File: src/rtl/ocu_pkg.sv
package ocu_pkg;

   localparam int unsigned ADDR_W    = 4;
   localparam int unsigned NUM_CH    = 2;
   localparam int unsigned DIV_SEL_W = 2;

   localparam logic [ADDR_W-1:0] A_CTRL = 4'd0;
   localparam logic [ADDR_W-1:0] A_IEN  = 4'd1;
   localparam logic [ADDR_W-1:0] A_STAT = 4'd2;
   localparam logic [ADDR_W-1:0] A_CNTH = 4'd3;
   localparam logic [ADDR_W-1:0] A_CNTL = 4'd4;
   localparam logic [ADDR_W-1:0] A_CMP0 = 4'd5;

   // control register, MSB first
   typedef struct packed {
      logic                 glb_ie;
      logic                 shr_ie;
      logic [NUM_CH-1:0]    lvl;
      logic [NUM_CH-1:0]    oe;
      logic [DIV_SEL_W-1:0] div_sel;
   } ctrl_t;

   function automatic logic [ADDR_W-1:0] cmp_hi_addr(input int ch);
      return A_CMP0 + ADDR_W'(2 * ch);
   endfunction

   function automatic logic [ADDR_W-1:0] cmp_lo_addr(input int ch);
      return A_CMP0 + ADDR_W'(2 * ch + 1);
   endfunction

endpackage

File: src/rtl/ocu_timebase.sv
module ocu_timebase #(
   parameter int unsigned CNT_W = 16,
   parameter int unsigned SEL_W = 2
) (
   input  logic             clk,
   input  logic             rst_n,
   input  logic [SEL_W-1:0] div_sel,
   output logic             tick,
   output logic [CNT_W-1:0] cnt,
   output logic [CNT_W-1:0] cnt_nxt
);

   localparam int unsigned PRE_W = (1 << SEL_W) - 1;

   logic [PRE_W-1:0] pre_q;
   logic [PRE_W-1:0] mask;

   // select s keeps the low s prescaler bits in the mask: one tick per 2**s clocks
   always_comb begin
      mask = '0;
      for (int i = 0; i < PRE_W; i++) begin
         if (div_sel > SEL_W'(i)) mask[i] = 1'b1;
      end
   end

   assign tick    = (pre_q & mask) == mask;
   assign cnt_nxt = cnt + CNT_W'(1);

   always_ff @(posedge clk) begin
      if (!rst_n) begin
         pre_q <= '0;
         cnt   <= '0;
      end else begin
         pre_q <= pre_q + PRE_W'(1);
         if (tick) cnt <= cnt_nxt;
      end
   end

endmodule

File: src/rtl/ocu_channel.sv
module ocu_channel #(
   parameter int unsigned CNT_W = 16
) (
   input  logic             clk,
   input  logic             rst_n,
   input  logic             tick,
   input  logic [CNT_W-1:0] cnt_nxt,
   input  logic             wr_hi,
   input  logic             wr_lo,
   input  logic             acc_lo,
   input  logic             acc_stat,
   input  logic [7:0]       wdata,
   input  logic             oe,
   input  logic             lvl,
   output logic [CNT_W-1:0] cmp,
   output logic             flag,
   output logic             inhib,
   output logic             pin
);

   localparam logic [CNT_W-1:0] CMP_RST = {1'b1, {(CNT_W-1){1'b0}}};

   logic armed;
   logic match;
   logic clr;

   // hit only on the tick that moves the counter onto the compare value
   assign match = tick && !inhib && (cnt_nxt == cmp);
   assign clr   = acc_lo && armed;

   always_ff @(posedge clk) begin
      if (!rst_n) begin
         cmp   <= CMP_RST;
         inhib <= 1'b0;
         armed <= 1'b0;
         flag  <= 1'b0;
         pin   <= 1'b0;
      end else begin
         if (wr_hi) begin
            cmp[CNT_W-1:8] <= wdata[CNT_W-9:0];
            inhib          <= 1'b1;
         end
         if (wr_lo) begin
            cmp[7:0] <= wdata;
            inhib    <= 1'b0;
         end
         if (clr)                  armed <= 1'b0;
         else if (acc_stat && flag) armed <= 1'b1;
         // a new hit outranks a clear in the same cycle
         if (match)    flag <= 1'b1;
         else if (clr) flag <= 1'b0;
         if (match && oe) pin <= lvl;
      end
   end

endmodule

File: src/rtl/ocu_irq.sv
module ocu_irq #(
   parameter int unsigned NCH = 2
) (
   input  logic           glb_ie,
   input  logic           shr_ie,
   input  logic [NCH-1:0] ien,
   input  logic [NCH-1:0] flag,
   output logic           irq
);

   logic [NCH-1:0] en;

   assign en  = shr_ie ? {NCH{1'b1}} : ien;
   assign irq = glb_ie && |(flag & en);

endmodule

File: src/rtl/timer_ocu.sv
module timer_ocu
   import ocu_pkg::*;
#(
   parameter int unsigned CNT_W = 16
) (
   input  logic              clk,
   input  logic              rst_n,
   input  logic [ADDR_W-1:0] reg_addr,
   input  logic              reg_wr,
   input  logic              reg_rd,
   input  logic [7:0]        reg_wdata,
   output logic [7:0]        reg_rdata,
   output logic [NUM_CH-1:0] pin_o,
   output logic              irq_o
);

   localparam int unsigned HI_W = CNT_W - 8;

   if (CNT_W < 9 || CNT_W > 16) begin : g_bad_cnt_w
      $error("timer_ocu: CNT_W must lie in 9..16");
   end
   if (NUM_CH != 2) begin : g_bad_nch
      $error("timer_ocu: register map holds exactly two channels");
   end

   ctrl_t                         ctrl_q;
   logic [NUM_CH-1:0]             ien_q;
   logic                          reg_acc;
   logic                          tick;
   logic [CNT_W-1:0]              cnt_q;
   logic [CNT_W-1:0]              cnt_nxt;
   logic [NUM_CH-1:0][CNT_W-1:0]  cmp_q;
   logic [NUM_CH-1:0]             flag;
   logic [NUM_CH-1:0]             inhib;

   assign reg_acc = reg_rd | reg_wr;

   always_ff @(posedge clk) begin
      if (!rst_n) begin
         ctrl_q <= '0;
         ien_q  <= '0;
      end else if (reg_wr) begin
         if (reg_addr == A_CTRL) ctrl_q <= ctrl_t'(reg_wdata);
         if (reg_addr == A_IEN)  ien_q  <= reg_wdata[NUM_CH-1:0];
      end
   end

   ocu_timebase #(
      .CNT_W (CNT_W),
      .SEL_W (DIV_SEL_W)
   ) u_tb (
      .clk     (clk),
      .rst_n   (rst_n),
      .div_sel (ctrl_q.div_sel),
      .tick    (tick),
      .cnt     (cnt_q),
      .cnt_nxt (cnt_nxt)
   );

   for (genvar g = 0; g < NUM_CH; g++) begin : g_ch
      ocu_channel #(
         .CNT_W (CNT_W)
      ) u_ch (
         .clk      (clk),
         .rst_n    (rst_n),
         .tick     (tick),
         .cnt_nxt  (cnt_nxt),
         .wr_hi    (reg_wr  && (reg_addr == cmp_hi_addr(g))),
         .wr_lo    (reg_wr  && (reg_addr == cmp_lo_addr(g))),
         .acc_lo   (reg_acc && (reg_addr == cmp_lo_addr(g))),
         .acc_stat (reg_acc && (reg_addr == A_STAT)),
         .wdata    (reg_wdata),
         .oe       (ctrl_q.oe[g]),
         .lvl      (ctrl_q.lvl[g]),
         .cmp      (cmp_q[g]),
         .flag     (flag[g]),
         .inhib    (inhib[g]),
         .pin      (pin_o[g])
      );
   end

   ocu_irq #(
      .NCH (NUM_CH)
   ) u_irq (
      .glb_ie (ctrl_q.glb_ie),
      .shr_ie (ctrl_q.shr_ie),
      .ien    (ien_q),
      .flag   (flag),
      .irq    (irq_o)
   );

   always_comb begin
      reg_rdata = '0;
      case (reg_addr)
         A_CTRL:  reg_rdata = ctrl_q;
         A_IEN:   reg_rdata = 8'(ien_q);
         A_STAT:  reg_rdata = 8'(flag);
         A_CNTH:  reg_rdata = 8'(cnt_q[CNT_W-1:8]);
         A_CNTL:  reg_rdata = cnt_q[7:0];
         default: reg_rdata = '0;
      endcase
      for (int i = 0; i < NUM_CH; i++) begin
         if (reg_addr == cmp_hi_addr(i)) reg_rdata = 8'(cmp_q[i][CNT_W-1:8]);
         if (reg_addr == cmp_lo_addr(i)) reg_rdata = cmp_q[i][7:0];
      end
   end

   logic [HI_W-1:0] unused_hi;
   assign unused_hi = cnt_q[CNT_W-1:8];

endmodule

File: config.mk
export PLATFORM = sky130hd
export DESIGN_NAME = timer_ocu
export DESIGN_NICKNAME = d
export VERILOG_FILES = /design/src/rtl/ocu_pkg.sv /design/src/rtl/ocu_timebase.sv /design/src/rtl/ocu_channel.sv /design/src/rtl/ocu_irq.sv /design/src/rtl/timer_ocu.sv
export SDC_FILE = /design/constraint.sdc
export NUM_CORES = 1
export LEC_CHECK = 0
export CAP_MARGIN = 40
export CORE_MARGIN = 10
export CORE_UTILIZATION = 60
export CTS_CLUSTER_DIAMETER = 80
export DETAILED_ROUTE_END_ITERATION = 10
export DONT_BUFFER_PORTS = 1
export GPL_ROUTABILITY_DRIVEN = 0
export PLACE_DENSITY = 0.76
export SLEW_MARGIN = 20
export SYNTH_ARGS = -nofsm -noshare
export SYNTH_HDL_FRONTEND = slang
export SYNTH_HIERARCHICAL = 1
export SYNTH_SLANG_ARGS = --single-unit
File: constraint.sdc
create_clock -name clk -period 3.9 [get_ports clk]
set_input_delay 0.585 -clock clk [delete_from_list [all_inputs] [get_ports clk]]
set_output_delay 0.585 -clock clk [all_outputs]
set_load 0.01 [all_outputs]
# == Yosys cells after proc, flatten, opt, wreduce, memory -nomap -nowiden ==
# Cells that the tools add are included.
# classes
addsub,2
n_lt_le_gt_ge,3
n_eq_ne,11
muxes,13
n_bitwise,4
n_reduce_logical,30
# ops
operator,n
$pmux 8 s5,1
$eq 16x16->1,2
$mux 8,4
$logic_and 1x1->1,18
$add 16x1->16 const B,1
$eq 4x3->1 const B,4
$reduce_or 2->1,5
$eq 4x2->1 const B,2
$mux 1,7
$eq 4x1->1 const B,1
$eq 4x4->1 const B,1
$gt 2x1->1 const B,2
$logic_not 4->1,1
$reduce_and 2->1,2
$reduce_bool 2->1,2
$add 3x1->3 const B,1
$and 3x3->3,1
$eq 3x3->1,1
$and 2x2->2,1
$gt 2x2->1 const B,1
$logic_not 1->1,2
$mux 2,1
$not 1->1,1
$or 1x1->1,1
# word_totals
regBits,69
out_inout_bits,11
word_cells,83

# == Logic depth before layout (Yosys ltp) ==
# logic_depth
depth_word,7
mapped_depth,11
depth_no_buf,10

# == Cells and area by module ==
# Netlist, hierarchy kept.
# modules_own_cells
module,n_inst,cells_per_inst,area_per_inst_um2
ocu_channel,2,93,895.9
ocu_timebase,1,136,1129.8
timer_ocu,1,130,992.2
ocu_irq,1,3,20.0

# == Worst setup path before layout ==
# Ideal clock, no wire load.
# synth_timing
kind,register -> register
from,reg u_tb.cnt[0]
to,reg g_ch[0].u_ch.pin
setup_ns,0.115
t_arrival_ns,2.673
t_required_ns,3.785
setup_slack_ns,1.112
stages_incl_launch_ff,12
path_buffers,1
synth_period_minus_slack_ns,2.788
path_cell_list,dfxtp_1 > ha_1 > nand3_4 > or3_1 > clkbuf_2 > nor2_1 > xor2_1 > xnor2_1 > nand4_1 > or4_4 > o21a_1 > o21a_1
# synth_via
elab_chain_len,4
# synth_rtl
item,line_no,source
"start, declared",ocu_timebase.sv:9,"output logic [CNT_W-1:0] cnt,"
"start signal, assigned",ocu_timebase.sv:35,if (tick) cnt <= cnt_nxt;
$add 16x1->16,ocu_timebase.sv:27,assign cnt_nxt = cnt + CNT_W'(1);
via cnt_nxt[14],timer_ocu.sv:31,logic [CNT_W-1:0] cnt_nxt;
$eq 16x16->1,ocu_channel.sv:28,assign match = tick && !inhib && (cnt_nxt == cmp);
$logic_and 1x1->1,ocu_channel.sv:28,
$logic_and 1x1->1,ocu_channel.sv:52,if (match && oe) pin <= lvl;
"end signal, assigned",ocu_channel.sv:52,
"end, declared",ocu_channel.sv:18,output logic pin
# The timed path passes the listed nets, and every way through them passes these cells.
# A chain may end at the register's enable or synchronous reset.

# == Worst setup path in the final report ==
# Same ends and word-level chain as after synthesis.

==> out/metrics.csv <==
stage,metric,value,unit
routing,drt_iter0_markers,320,
layout,fin_area,4150,um^2
setup_path,critPathArrivalTime,3340,ps
layout,layout_commonest_cell,dfxtp_1,
synthesis,ys_ff_latch,69,
synthesis,synth.distinct_cells,52,
pwr,irDropWorstVdd,254,uV
layout,drive_above_1_share,0.0820,
pwr,power_density,342,nW/um^2
layout,area.growth.synth_to_final,5.50,%
grt,grt.overflow.total,0,
routing,drcViolationCount,0,
routing,detail_route.vias_per_cell,6.56,
timing,tightest_slew,713,ps
synthesis,ys_seq_area_frac,0.351,
floorplan,dieArea,10200,um^2
clocking,cts.sinks,69,
timing,tns,0,ps
floorplan,ioPinCount,27,
grt,grt_pass1_vias,3195,
routing,first_pass_iters,6,
synthesis,netlist_area,3930,um^2
synthesis,synth_cells,455,
placed_design,io_buffers,0,
timing,hold_viol,0,
grt,gr-usage-all-layers,0.212,
timing,fmaxAchievable,0.325,GHz
grt,grt_pass1_wl,17.0,mm
layout,nNetsFinal,464,
floorplan,initial_core_util,0.620,
placed_design,hpwl,7.77,mm
timing,timing.hold.ws,296,ps
setup_path,r2r_cells,10,
clocking,cts_buffer_depth,2,
setup_path,cp_max_fo,7,
grt,grt_max_degree,29,
timing,finalSetupViolCount,0,
timing,rsz0062_at_grt,no,
clocking,cts_tree,built,
layout,final_core_util,0.654,
synthesis,avgSynthCellArea,8.65,um^2
run,drv_cap,0,
floorplan,rows,29,
clocking,numCtsBuffers,9,
grt,antenna_found_initial,0,
synthesis,syn_nets,473,
synthesis,async_flop_share,0,
worst_hold_path,worstHoldPathCells,1,
floorplan,fp.dieH,101,um
routing,routedWlPerCell,20.2,um
routing,drtAntennaViolNets,0,
worst_hold_path,hold_path_class,input pin to flop,
clocking,hold_buffers,0,
synthesis,ys_warn_count,6,
setup_path,critPathRequiredTime,4160,ps
clocking,postCtsSetupBuffers,0,
timing,timing.final.crit_share,0.790,
setup_path,crit_type,flop to flop,
routing,wirelength,10.7,mm
synthesis,ys_dominant_reg_cell,dfxtp_1,
clocking,root_buffer,clkbuf_8,
placed_design,place_area,3950,um^2
floorplan,core_area,6350,um^2
floorplan,die_x,101,um
routing,vias,3462,
synthesis,post-synth-top-area-fraction,0.351,
setup_path,start_kind,flop,
synthesis,synth_edf_count,0,
pwr,p_leak,1.46,nW
layout,antenna_cells,0,
status,status,"complete, no violations",
timing,clock-skew-final,8.82,ps
setup_path,cp-end-kind,flop,
synthesis,yosys-top-cells-area,"dfxtp_1, mux2i_1, xnor2_1",
clocking,post_cts_resized,0,
timing,final_max_slew_viol_count,0,
clocking,clk_pin_slew_worst_paths,80,ps
timing,min_period,3080,ps
clocking,htree_levels,3,
synthesis,yosysTopAreaCell,dfxtp_1,
timing,slew_headroom,0.525,
clocking,insertion_delay,360,ps
layout,final_cell_mix,"dfxtp_1, nor2_1, mux2i_1",
-- flip-flops by register name, summed over array words and instances, names as in the netlist, 3 cells and up --
name           cells
ctrl_q             8
u_tb/cnt          16
g_ch.u_ch/cmp     32
u_tb/pre_q         3
-- final cells by class --
| cell class | count | area [um^2] |
|---|---|---|
| Multi-Input combinational cell | 350 | 2390 |
| Tap cell | 77 | 96.3 |
| Inverter | 11 | 41.3 |
| Sequential cell | 69 | 1380 |
| Clock buffer | 9 | 124 |
| Clock inverter | 7 | 75.1 |
| Timing Repair Buffer | 5 | 37.5 |
| Fill cell | 546 | 2200 |
-- worst paths after layout --
kind	end	startpoint	slack [ps]
worst max-delay path	g_ch[0].u_ch/pin	u_tb/cnt[0]	820
worst min register to register	u_tb/pre_q[0]	u_tb/pre_q[0]	470
worst max register to register	g_ch[0].u_ch/pin	u_tb/cnt[0]	820
worst min-delay path	g_ch[1].u_ch/cmp[15]	rst_n	300
-- stage by stage --
stage	worst slack, ps	total power (W)	cells
floorplan	1110	0.000834	455
global placement	1000	0.000843	509
detailed placement	852	0.000846	512
CTS	841	0.00142	528
global route	714	0.00147	528
finish	818	0.00142	528
-- cells by family after synthesis --
logic type                 after synthesis  share of synthesized area
and+or+nand+nor                        173                      0.237
AOI/OAI and AO/OA                       76                      0.127
DFF                                     69                      0.351
muxes                                   52                      0.134
xor gates and xnor gates                47                      0.105
buffers and inverters                   36                     0.0401
adders and majority gates                2                    0.00636
-- critical path, cell delays in order (launching register included) --
cell	delay, ps
dfxtp_1	460
ha_1	330
nand3_4	130
or3_1	480
nor2_1	160
xor2_1	280
xnor2_1	160
nand4_1	110
or4_4	520
o21a_1	200
o21a_1	170
-- synth_stat cells, types with 2 or more instances --
cell,count
buf_4,2
and3_1,2
a32oi_1,2
clkinv_1,2
o31ai_1,10
clkbuf_1,14
and2_1,4
nand3b_1,2
a222oi_1,2
a21oi_1,12
a31oi_1,6
o21ai_1,3
mux2_2,6
nor2_1,48
buf_1,2
o22ai_1,8
nor3_1,6
xor2_1,13
nor2b_1,15
a22oi_1,7
buf_2,5
ha_1,2
nand2b_1,5
a31o_1,5
nor4_1,6
xnor2_1,34
or4_1,10
dfxtp_1,69
or4_2,2
mux2i_1,46
nand2_1,23
and2b_1,2
nand4_1,9
o21ai_0,13
inv_1,9
nand3_1,28
or4_4,2
o21a_1,5
-- layer usage --
metal	share of wire	vias to the layer above	track usage
li1	-	1617	-
met1	0.42	1651	0.267
met2	0.46	169	0.328
met3	0.095	25	0.0693
met4	0.027	0	0.0815
met5	0	-	0
-- where the power goes --
group / internal [W] / switching [W]
clock network: 0.000297 / 0.000288
logic: 0.0000430 / 0.0000602
registers: 0.000716 / 0.0000142
total: 0.00106 / 0.000362
Power figures use the tool's default switching activity.
